--- src/rtl/qz_pkg.sv ---
package qz_pkg;

  typedef enum logic {ST_IDLE = 1'b0, ST_RUN = 1'b1} qz_state_e;

  // ceil(2^frac / q); a zero divisor yields zero
  function automatic int unsigned recip_ceil(int unsigned q, int unsigned frac);
    if (q == 0) return 0;
    return ((32'd1 << frac) + q - 1) / q;
  endfunction

endpackage

--- src/rtl/qz_recip_rom.sv ---
module qz_recip_rom #(
  parameter int QS_W   = 5,
  parameter int FRAC_W = 16
) (
  input  logic [QS_W-1:0]   qs,
  output logic [FRAC_W:0]   recip
);
  localparam int N   = 1 << QS_W;
  localparam int R_W = FRAC_W + 1;

  logic [R_W-1:0] tbl [N];

  for (genvar g = 0; g < N; g++) begin : g_ent
    assign tbl[g] = R_W'(qz_pkg::recip_ceil(g, FRAC_W));
  end

  assign recip = tbl[qs];
endmodule

--- src/rtl/qz_lane.sv ---
module qz_lane #(
  parameter int COEF_W = 12,
  parameter int FRAC_W = 16
) (
  input  logic [COEF_W-1:0] coef,
  input  logic [FRAC_W:0]   recip,
  input  logic              force_zero,
  output logic [COEF_W-1:0] q,
  output logic              nz
);
  localparam int R_W = FRAC_W + 1;
  localparam int P_W = COEF_W + R_W;
  localparam int Q_W = P_W - FRAC_W;
  localparam logic [Q_W-1:0] POS_LIM = Q_W'((1 << (COEF_W-1)) - 1);
  localparam logic [Q_W-1:0] NEG_LIM = Q_W'(1 << (COEF_W-1));

  logic              neg;
  logic [COEF_W-1:0] mag;
  logic [P_W-1:0]    prod;
  logic [Q_W-1:0]    quo, lim, sat;
  logic [COEF_W-1:0] res;

  always_comb begin
    neg  = coef[COEF_W-1];
    mag  = neg ? (~coef + 1'b1) : coef;
    prod = {{R_W{1'b0}}, mag} * {{COEF_W{1'b0}}, recip};
    quo  = prod[P_W-1:FRAC_W];
    lim  = neg ? NEG_LIM : POS_LIM;
    sat  = (quo > lim) ? lim : quo;
    res  = neg ? (~sat[COEF_W-1:0] + 1'b1) : sat[COEF_W-1:0];
    q    = force_zero ? '0 : res;
    nz   = |q;
  end
endmodule

--- src/rtl/qz_last_track.sv ---
module qz_last_track #(
  parameter int LANES = 2,
  parameter int IDX_W = 6
) (
  input  logic             clk,
  input  logic             rst_n,
  input  logic             clear,
  input  logic             step,
  input  logic [IDX_W-1:0] base,
  input  logic [LANES-1:0] nz,
  output logic [IDX_W-1:0] last_next,
  output logic             any_next
);
  logic [IDX_W-1:0] last_q;
  logic             any_q;

  always_comb begin
    last_next = last_q;
    for (int l = 0; l < LANES; l++) begin
      if (nz[l]) last_next = base + IDX_W'(l);
    end
    any_next = any_q | (|nz);
  end

  always_ff @(posedge clk or negedge rst_n) begin
    if (!rst_n) begin
      last_q <= '0;
      any_q  <= 1'b0;
    end else if (clear) begin
      last_q <= '0;
      any_q  <= 1'b0;
    end else if (step) begin
      last_q <= last_next;
      any_q  <= any_next;
    end
  end
endmodule

--- src/rtl/qz_block_quant.sv ---
module qz_block_quant #(
  parameter int COEF_W      = 12,
  parameter int QS_W        = 5,
  parameter int SAD_W       = 16,
  parameter int FRAC_W      = 16,
  parameter int SKIP_THRESH = 25,
  parameter int BLK_N       = 64,
  parameter int LANES       = 2
) (
  input  logic                    clk,
  input  logic                    rst_n,
  input  logic                    hdr_valid,
  output logic                    hdr_ready,
  input  logic [QS_W-1:0]         hdr_qs,
  input  logic [SAD_W-1:0]        hdr_sad,
  input  logic                    hdr_inter,
  input  logic                    in_valid,
  output logic                    in_ready,
  input  logic [LANES*COEF_W-1:0] in_coef,
  output logic                    out_valid,
  input  logic                    out_ready,
  output logic [LANES*COEF_W-1:0] out_coef,
  output logic                    out_eob,
  output logic [$clog2(BLK_N)-1:0] out_last,
  output logic                    out_coded
);
  import qz_pkg::*;

  localparam int BEATS  = BLK_N / LANES;
  localparam int BEAT_W = $clog2(BEATS);
  localparam int IDX_W  = $clog2(BLK_N);
  localparam int TH_W   = SAD_W + QS_W + 8;

  qz_state_e         state_q;
  logic [QS_W-1:0]   qs_q;
  logic              skip_q;
  logic [BEAT_W-1:0] beat_q;

  logic              hdr_fire, in_fire, final_beat, skip_now;
  logic [TH_W-1:0]   bound;
  logic [IDX_W-1:0]  base, last_next;
  logic              any_next;
  logic [FRAC_W:0]   recip;
  logic [LANES-1:0]  nz;
  logic [LANES*COEF_W-1:0] q_bus;

  assign hdr_ready  = (state_q == ST_IDLE);
  assign in_ready   = (state_q == ST_RUN) && (!out_valid || out_ready);
  assign hdr_fire   = hdr_valid && hdr_ready;
  assign in_fire    = in_valid && in_ready;
  assign final_beat = (beat_q == BEAT_W'(BEATS-1));
  assign bound      = TH_W'(SKIP_THRESH) * TH_W'(hdr_qs);
  assign skip_now   = hdr_inter && (TH_W'(hdr_sad) < bound);
  assign base       = IDX_W'(beat_q) * IDX_W'(LANES);

  qz_recip_rom #(.QS_W(QS_W), .FRAC_W(FRAC_W)) u_rom (
    .qs(qs_q), .recip(recip)
  );

  for (genvar l = 0; l < LANES; l++) begin : g_lane
    qz_lane #(.COEF_W(COEF_W), .FRAC_W(FRAC_W)) u_lane (
      .coef      (in_coef[l*COEF_W +: COEF_W]),
      .recip     (recip),
      .force_zero(skip_q),
      .q         (q_bus[l*COEF_W +: COEF_W]),
      .nz        (nz[l])
    );
  end

  qz_last_track #(.LANES(LANES), .IDX_W(IDX_W)) u_track (
    .clk(clk), .rst_n(rst_n), .clear(hdr_fire), .step(in_fire),
    .base(base), .nz(nz), .last_next(last_next), .any_next(any_next)
  );

  always_ff @(posedge clk or negedge rst_n) begin
    if (!rst_n) begin
      state_q <= ST_IDLE;
      qs_q    <= '0;
      skip_q  <= 1'b0;
      beat_q  <= '0;
    end else if (hdr_fire) begin
      state_q <= ST_RUN;
      qs_q    <= hdr_qs;
      skip_q  <= skip_now;
      beat_q  <= '0;
    end else if (in_fire) begin
      beat_q <= beat_q + 1'b1;
      if (final_beat) state_q <= ST_IDLE;
    end
  end

  always_ff @(posedge clk or negedge rst_n) begin
    if (!rst_n) begin
      out_valid <= 1'b0;
      out_coef  <= '0;
      out_eob   <= 1'b0;
      out_last  <= '0;
      out_coded <= 1'b0;
    end else if (in_fire) begin
      out_valid <= 1'b1;
      out_coef  <= q_bus;
      out_eob   <= final_beat;
      out_last  <= final_beat ? last_next : '0;
      out_coded <= final_beat && any_next;
    end else if (out_ready) begin
      out_valid <= 1'b0;
    end
  end
endmodule

--- config.mk ---
export PLATFORM = sky130hd
export DESIGN_NAME = qz_block_quant
export DESIGN_NICKNAME = d
export VERILOG_FILES = /design/src/rtl/qz_pkg.sv /design/src/rtl/qz_recip_rom.sv /design/src/rtl/qz_lane.sv /design/src/rtl/qz_last_track.sv /design/src/rtl/qz_block_quant.sv
export SDC_FILE = /design/constraint.sdc
export NUM_CORES = 1
export LEC_CHECK = 0
export CAP_MARGIN = 20
export CORE_MARGIN = 10
export CORE_UTILIZATION = 60
export CTS_CLUSTER_SIZE = 14
export DETAILED_ROUTE_END_ITERATION = 8
export PLACE_DENSITY = 0.77
export SYNTH_ARGS = -nofsm -noshare
export SYNTH_HDL_FRONTEND = slang
export SYNTH_SLANG_ARGS = --single-unit
--- constraint.sdc ---
create_clock -name clk -period 14.3 [get_ports clk]
set_input_delay 3.575 -clock clk [delete_from_list [all_inputs] [get_ports clk]]
set_output_delay 3.575 -clock clk [all_outputs]
set_load 0.02 [all_outputs]
# Yosys cells after proc, flatten, opt, wreduce, memory -nomap -nowiden
# Memory sizes are Yosys's and may differ from the RTL's.
# Index checks and enable logic that the tools add are counted.
[op_classes]
addsub = 6
n_mul = 3
order_cmp = 4
eq_ne = 1
mux = 26
n_bitwise = 7
reduce_logical = 14
[op_table]
columns = ["cell", "n"]
rows = [
  ["2-to-1 mux 12 bit", 10],
  ["multiplier 12 x 17 -> 29 bit", 2],
  ["adder 12 x 1 -> 12 bit (second input constant)", 4],
  ["inverter 12 bit", 4],
  ["2-to-1 mux 17 bit", 2],
  ["2-to-1 mux 6 bit", 5],
  ["> comparator 13 x 12 -> 1 bit", 2],
  ["OR reduction 12 bit", 2],
  ["OR reduction 24 bit", 1],
  ["< comparator 16 x 10 -> 1 bit", 1],
  ["multiplier 5 x 5 -> 10 bit (first input constant)", 1],
  ["2-to-1 mux 5 bit", 2],
  ["2-to-1 mux 1 bit", 7],
  ["adder 6 x 1 -> 6 bit (second input constant)", 1],
  ["greater-or-equal comparator 6 bit (second input constant)", 1],
  ["inverter 5 -> 6 bit", 1],
  ["nonzero test 2 bit", 3],
  ["adder 5 x 1 -> 5 bit (second input constant)", 1],
  ["== test 5 bit (second input constant)", 1],
  ["logical AND 1 bit", 5],
  ["AND reduction 2 bit", 1],
  ["zero test 1 bit", 1],
  ["logical OR 1 bit", 1],
  ["inverter 1 bit", 1],
  ["bitwise OR 1 bit", 1],
]
[totals]
register_bits = 52
romBits = 544
inputBits = 51
output_inout_bits = 35
word_cells = 73
memories = 1
[mem_list]
columns = ["name", "depth", "word_bits", "rd", "rd_clocked_by_memory_dff", "write_ports", "line_no", "text"]
rows = [
  ["(no name shown)", 32, 17, 1, 0, 0, "qz_recip_rom.sv:17", "assign recip = tbl[qs];"],
]

# Depth between registers and ports, before layout
[logic_depth]
depth_word = 16
mapped_depth = 49
depth_no_buf = 46

# Hierarchy
# Synthesis repeated with hierarchy kept, for this count alone.
[unflattened]
cells_unflattened = 2367
area_unflattened_um2 = 19259.7
[modules_own_cells]
columns = ["mod", "n_inst", "cells_each", "area_each_um2", "seq_area_each_um2"]
rows = [
  ["qz_lane at g_lane[1].u_lane", 1, 995, 7978.9, 0.0],
  ["qz_lane at g_lane[0].u_lane", 1, 948, 7649.8, 0.0],
  ["qz_block_quant", 1, 252, 2292.2, 1126.1],
  ["qz_recip_rom", 1, 106, 760.7, 0.0],
  ["qz_last_track", 1, 66, 578.1, 175.2],
]

# Least setup slack after synthesis
# OpenSTA, ideal clock, no wires.
[synth_path]
kind = "input to register"
start = "in in_coef[15]"
end = "reg u_track.last_q[1]"
setup_ns = 0.138
arrival_ns = 14.041
required_time_ns = 14.162
slack_ns = 0.121
stages = 41
path_buffers = 2
path_cell_list = "or4_1 -> or3_1 -> o31ai_1 -> xor2_1 -> nor2_1 -> fa_1 -> inv_1 -> fa_1 -> fa_1 -> inv_1 -> fa_1 -> inv_1 -> fa_1 -> inv_1 -> ha_1 -> buf_2 -> nand3_1 -> nor3_1 -> [5 not listed] -> a21oi_1 -> nand3_1 -> o21ai_0 -> or4b_1 -> and2_1 -> clkbuf_1 -> nand2_1 -> o21ai_0 -> ha_1 -> inv_1 -> nand2_1 -> mux2i_1 -> a21oi_1 -> a22o_1 -> or4_1 -> or4_4 -> o31ai_4 -> o221ai_1"
[synth_via]
elab_chain_len = 14
[synth_lines]
columns = ["item", "line_no", "text"]
rows = [
  ["start, declared", "qz_block_quant.sv:19", "input logic [LANES*COEF_W-1:0] in_coef,"],
  ["inverter 12 bit", "qz_lane.sv:25", "mag = neg ? (~coef + 1'b1) : coef;"],
  ["adder 12 x 1 -> 12 bit", "qz_lane.sv:25", ""],
  ["2-to-1 mux 12 bit (*)", "qz_lane.sv:25", ""],
  ["multiplier 12 x 17 -> 29 bit (*)", "qz_lane.sv:26", "prod = {{R_W{1'b0}}, mag} * {{COEF_W{1'b0}}, recip};"],
  ["> comparator 13 x 12 -> 1 bit", "qz_lane.sv:29", "sat = (quo > lim) ? lim : quo;"],
  ["2-to-1 mux 12 bit (*)", "qz_lane.sv:29", ""],
  ["inverter 12 bit", "qz_lane.sv:30", "res = neg ? (~sat[COEF_W-1:0] + 1'b1) : sat[COEF_W-1:0];"],
  ["adder 12 x 1 -> 12 bit", "qz_lane.sv:30", ""],
  ["2-to-1 mux 12 bit (*)", "qz_lane.sv:30", ""],
  ["2-to-1 mux 12 bit (*)", "qz_lane.sv:31", "q = force_zero ? '0 : res;"],
  ["OR reduction 12 bit (*)", "qz_lane.sv:32", "nz = |q;"],
  ["2-to-1 mux 6 bit (*)", "qz_last_track.sv:20", "if (nz[l]) last_next = base + IDX_W'(l);"],
  ["2-to-1 mux 6 bit (*)", "qz_last_track.sv:32", "end else if (step) begin"],
  ["2-to-1 mux 6 bit (*)", "qz_last_track.sv:29", "end else if (clear) begin"],
  ["end signal, assigned", "qz_last_track.sv:33", "last_q <= last_next;"],
  ["end, declared", "qz_last_track.sv:14", "logic [IDX_W-1:0] last_q;"],
]
# Mark *: on every way between the ends. The rest lies on a longest branch, timed or not. The select of a mux whose other input is x is not followed.
# A chain may end at the register's enable or synchronous reset.

# Worst setup path after layout
[layout_path]
start = "in in_coef[2]"
end = "reg u_track.last_q[1]"
[layout_via]
elab_chain_len = 15
[layout_lines]
columns = ["item", "line_no"]
rows = [
  ["inverter 12 bit", "qz_lane.sv:25"],
  ["adder 12 x 1 -> 12 bit", "qz_lane.sv:25"],
  ["2-to-1 mux 12 bit (*)", "qz_lane.sv:25"],
  ["multiplier 12 x 17 -> 29 bit (*)", "qz_lane.sv:26"],
  ["> comparator 13 x 12 -> 1 bit", "qz_lane.sv:29"],
  ["2-to-1 mux 12 bit (*)", "qz_lane.sv:29"],
  ["inverter 12 bit", "qz_lane.sv:30"],
  ["adder 12 x 1 -> 12 bit", "qz_lane.sv:30"],
  ["2-to-1 mux 12 bit (*)", "qz_lane.sv:30"],
  ["2-to-1 mux 12 bit (*)", "qz_lane.sv:31"],
  ["OR reduction 12 bit (*)", "qz_lane.sv:32"],
  ["2-to-1 mux 6 bit (*) (2 in a row)", "qz_last_track.sv:20"],
  ["2-to-1 mux 6 bit (*)", "qz_last_track.sv:32"],
  ["2-to-1 mux 6 bit (*)", "qz_last_track.sv:29"],
]
# Marks and branches as above.

==> results.ini <==
[clock_network]
numClockSinks=52
clk_latency_ps=290
cts_buffer_depth=2
postCtsHoldBufs=0
clockRootBuffer=clkbuf_16
htree_levels=2
clk_pin_slew_ps=60
cts_inserted_buffers=5
cts_tree=done

[synth]
synth-xor-area-share=0.0271
syn_area_mm2=0.0185
synthArstFlopShare=1.00
synth_edf_count=0
yosys_register_bits=52
synth_cell_types=97
synth_top_flop_cell=dfrtp_1
synth_compound_area_frac=0.134
yosysSeqAreaShare=0.0705
avgSynthCellArea_um2=8.10
synth_fa_ha_area_frac=0.450
synth-simple-area-share=0.204
synthMuxAreaShare=0.00800
yosys_warnings=0
netlist_instances=2279
syn_nets=2815
synth_top_family_by_area=adder cells

[place]
dp_hpwl_um=42600
place.gp.congestion=0.964
place.port_buffers=85
placed_cell_area_mm2=0.0209
placedCellCount=2853

[critical_path]
cpPeakStageDelay_ps=560
crit_fanout=6
crit_type=primary input to flip-flop
worst_setup_path_end_kind=flip-flop
required_ps=14460
critPathLaunchType=primary input
cpMostUsedCell=fa_1
slowest_stage=or4_4
critical_path_arrival_ps=14180

[outcome]
status=completed

[route]
wl_um=53300
dr_total_vias=17200
wl_per_cell_um=18.5
dr.pass1.iters=6
antenna_left=0
vias_per_cell=5.97
drc=0
drt_iter0_drc=1383

[final_layout]
num-fill-cells=2429
n_antenna_cell=0
area_growth_pct=16.6
instances_no_fill=2874
final_area_mm2=0.0215
fin_nets=3013
drive_gt1_frac=0.132

[worst_hold_path]
min_path_type=flip-flop to flip-flop

[sta]
period_share=0.981
worst_pin_slew_ps=1100
fin_crit_ps=14020
fmax_mhz=71.3
relSlewSlack=0.270
finalSetupViolCount=0
fin_worst_skew_ps=5.96
finalMaxSlewViolations=0
hold_viol=0

[global_route]
grt_use_total=0.273
grt_pass1_wl_um=87000
grt_pass1_vias=17400
antenna_found_initial=0
grt_max_degree=53
overflow=0

[floorplanning]
coreArea_mm2=0.0305
rows=64
die_w_um=195
die_y_um=195
ios=86
die_area_mm2=0.0382
initial_core_util=0.605

[flow_run]
max_cap_violations=0

-- final cells by class --
| type | instances | area, µm² | area share |
|---|---|---|---|
| Multi-Input combinational cell | 1717 | 15600 | 0.724 |
| Sequential cell | 52 | 1300 | 0.0605 |
| Timing Repair Buffer | 288 | 2420 | 0.112 |
| Clock inverter | 2 | 35.0 | 0.00163 |
| Clock buffer | 6 | 129 | 0.00599 |
| Tap cell | 396 | 495 | 0.0230 |
| Inverter | 413 | 1550 | 0.0722 |
-- Yosys cell counts (all sizes together) (8+ instances only) --
cell,n,share of area
dfrtp,52,0.071
or3,12,0.0041
buf,20,0.0061
a211oi,12,0.0054
xnor2,32,0.015
nor2,152,0.031
clkbuf,78,0.016
o31ai,19,0.0087
nor4,16,0.0085
and3,15,0.0051
o21a,13,0.0053
o21ai,72,0.020
a21oi,62,0.017
nand3,39,0.011
mux2i,8,0.0043
a31oi,23,0.0086
and4,9,0.0043
inv,412,0.084
ha,186,0.13
nand2,427,0.087
nor3,24,0.0068
nand4,22,0.0075
fa,299,0.32
or4,12,0.0059
and2,34,0.012
nand2b,15,0.0055
xor2,25,0.012
nor2b,13,0.0044
o211ai,19,0.0080
a21o,31,0.013
-- metal layers --
| metal | vias up | share of wire | track usage |
|---|---|---|---|
| met3 | 122 | 0.084 | 0.0379 |
| met5 | - | 0 | 0 |
| met4 | 0 | 0.034 | 0.0939 |
| li1 | 7778 | - | - |
| met1 | 8478 | 0.40 | 0.358 |
| met2 | 791 | 0.48 | 0.453 |
-- critical path, delay by kind of cell --
family,cells,cell delay (ps)
xor gates and xnor gates,2,320
adders and majority gates,8,3410
and+or+nand+nor,13,2950
buffers and inverters,8,1290
AOI/OAI and AO/OA,13,2600
-- cell usage in the layout (no fill, tap or decap), types with 52 or more instances in the layout --
master	n
nand2_1	424
clkdlybuf4s50_1	82
ha_1	181
buf_4	199
o21ai_0	56
nor2_1	148
inv_1	411
dfrtp_1	52
fa_1	299
a21oi_1	52
-- path summary, 6_finish.rpt --
kind / slack, ps / start / cells after the start / endpoint
min in group asynchronous: 3400 / rst_n / 2 / out_coef[23]
worst min register to register: 490 / out_coef[13] / 2 / out_coef[13]
worst max register to register: 2310 / qs_q[1] / 42 / u_track.last_q[1]
worst min-delay path: 490 / out_coef[13] / 2 / out_coef[13]
max in group asynchronous: 10470 / rst_n / 2 / beat_q[1]
worst max-delay path: 280 / in_coef[2] / 44 / u_track.last_q[1]
-- state kept, by name, indices dropped and copies added, names as in the netlist --
signal / count
beat_q: 5
out_last: 6
out_coef: 24
state_q: 1
out_valid: 1
out_eob: 1
u_track.last_q: 6
skip_q: 1
qs_q: 5
u_track.any_q: 1
out_coded: 1
-- metrics by stage --
| step | hold slack, ps | worst slack [ps] | setup TNS [ps] | utilization |
|---|---|---|---|---|
| global placement | 458 | -66.3 | -341 | 0.684 |
| finish | 487 | 276 | 0 | 0.705 |
| floorplan | 477 | 121 | 0 | - |
| CTS | 494 | 2.95 | 0 | 0.690 |
| detailed placement | 470 | -316 | -2740 | 0.684 |
| global route | 518 | -150 | -1140 | 0.705 |
-- kinds of logic (layout without fill, tap and decap cells) --
kind of cell             count (synthesis)  in the layout
AND/OR/NAND/NOR                        815            816
buffers and inverters                  511            709
adder cells (fa/ha/maj)                485            485
AO/OA/AOI/OAI                          345            345
XOR/XNOR                                57             57
flip-flops                              52             52
multiplexers                            14             14
-- what timing repair did --
item | in CTS | in global routing
setup endpoints to repair | 6 | 14
buffers inserted | 0 | 12
pin swaps | 0 | 24
cloned | 0 | 1
gates resized for setup | 4 | 76
Power is left out: the tool's default activity adds up to more than one toggle a clock period on the data nets, which glitch-free logic cannot reach.
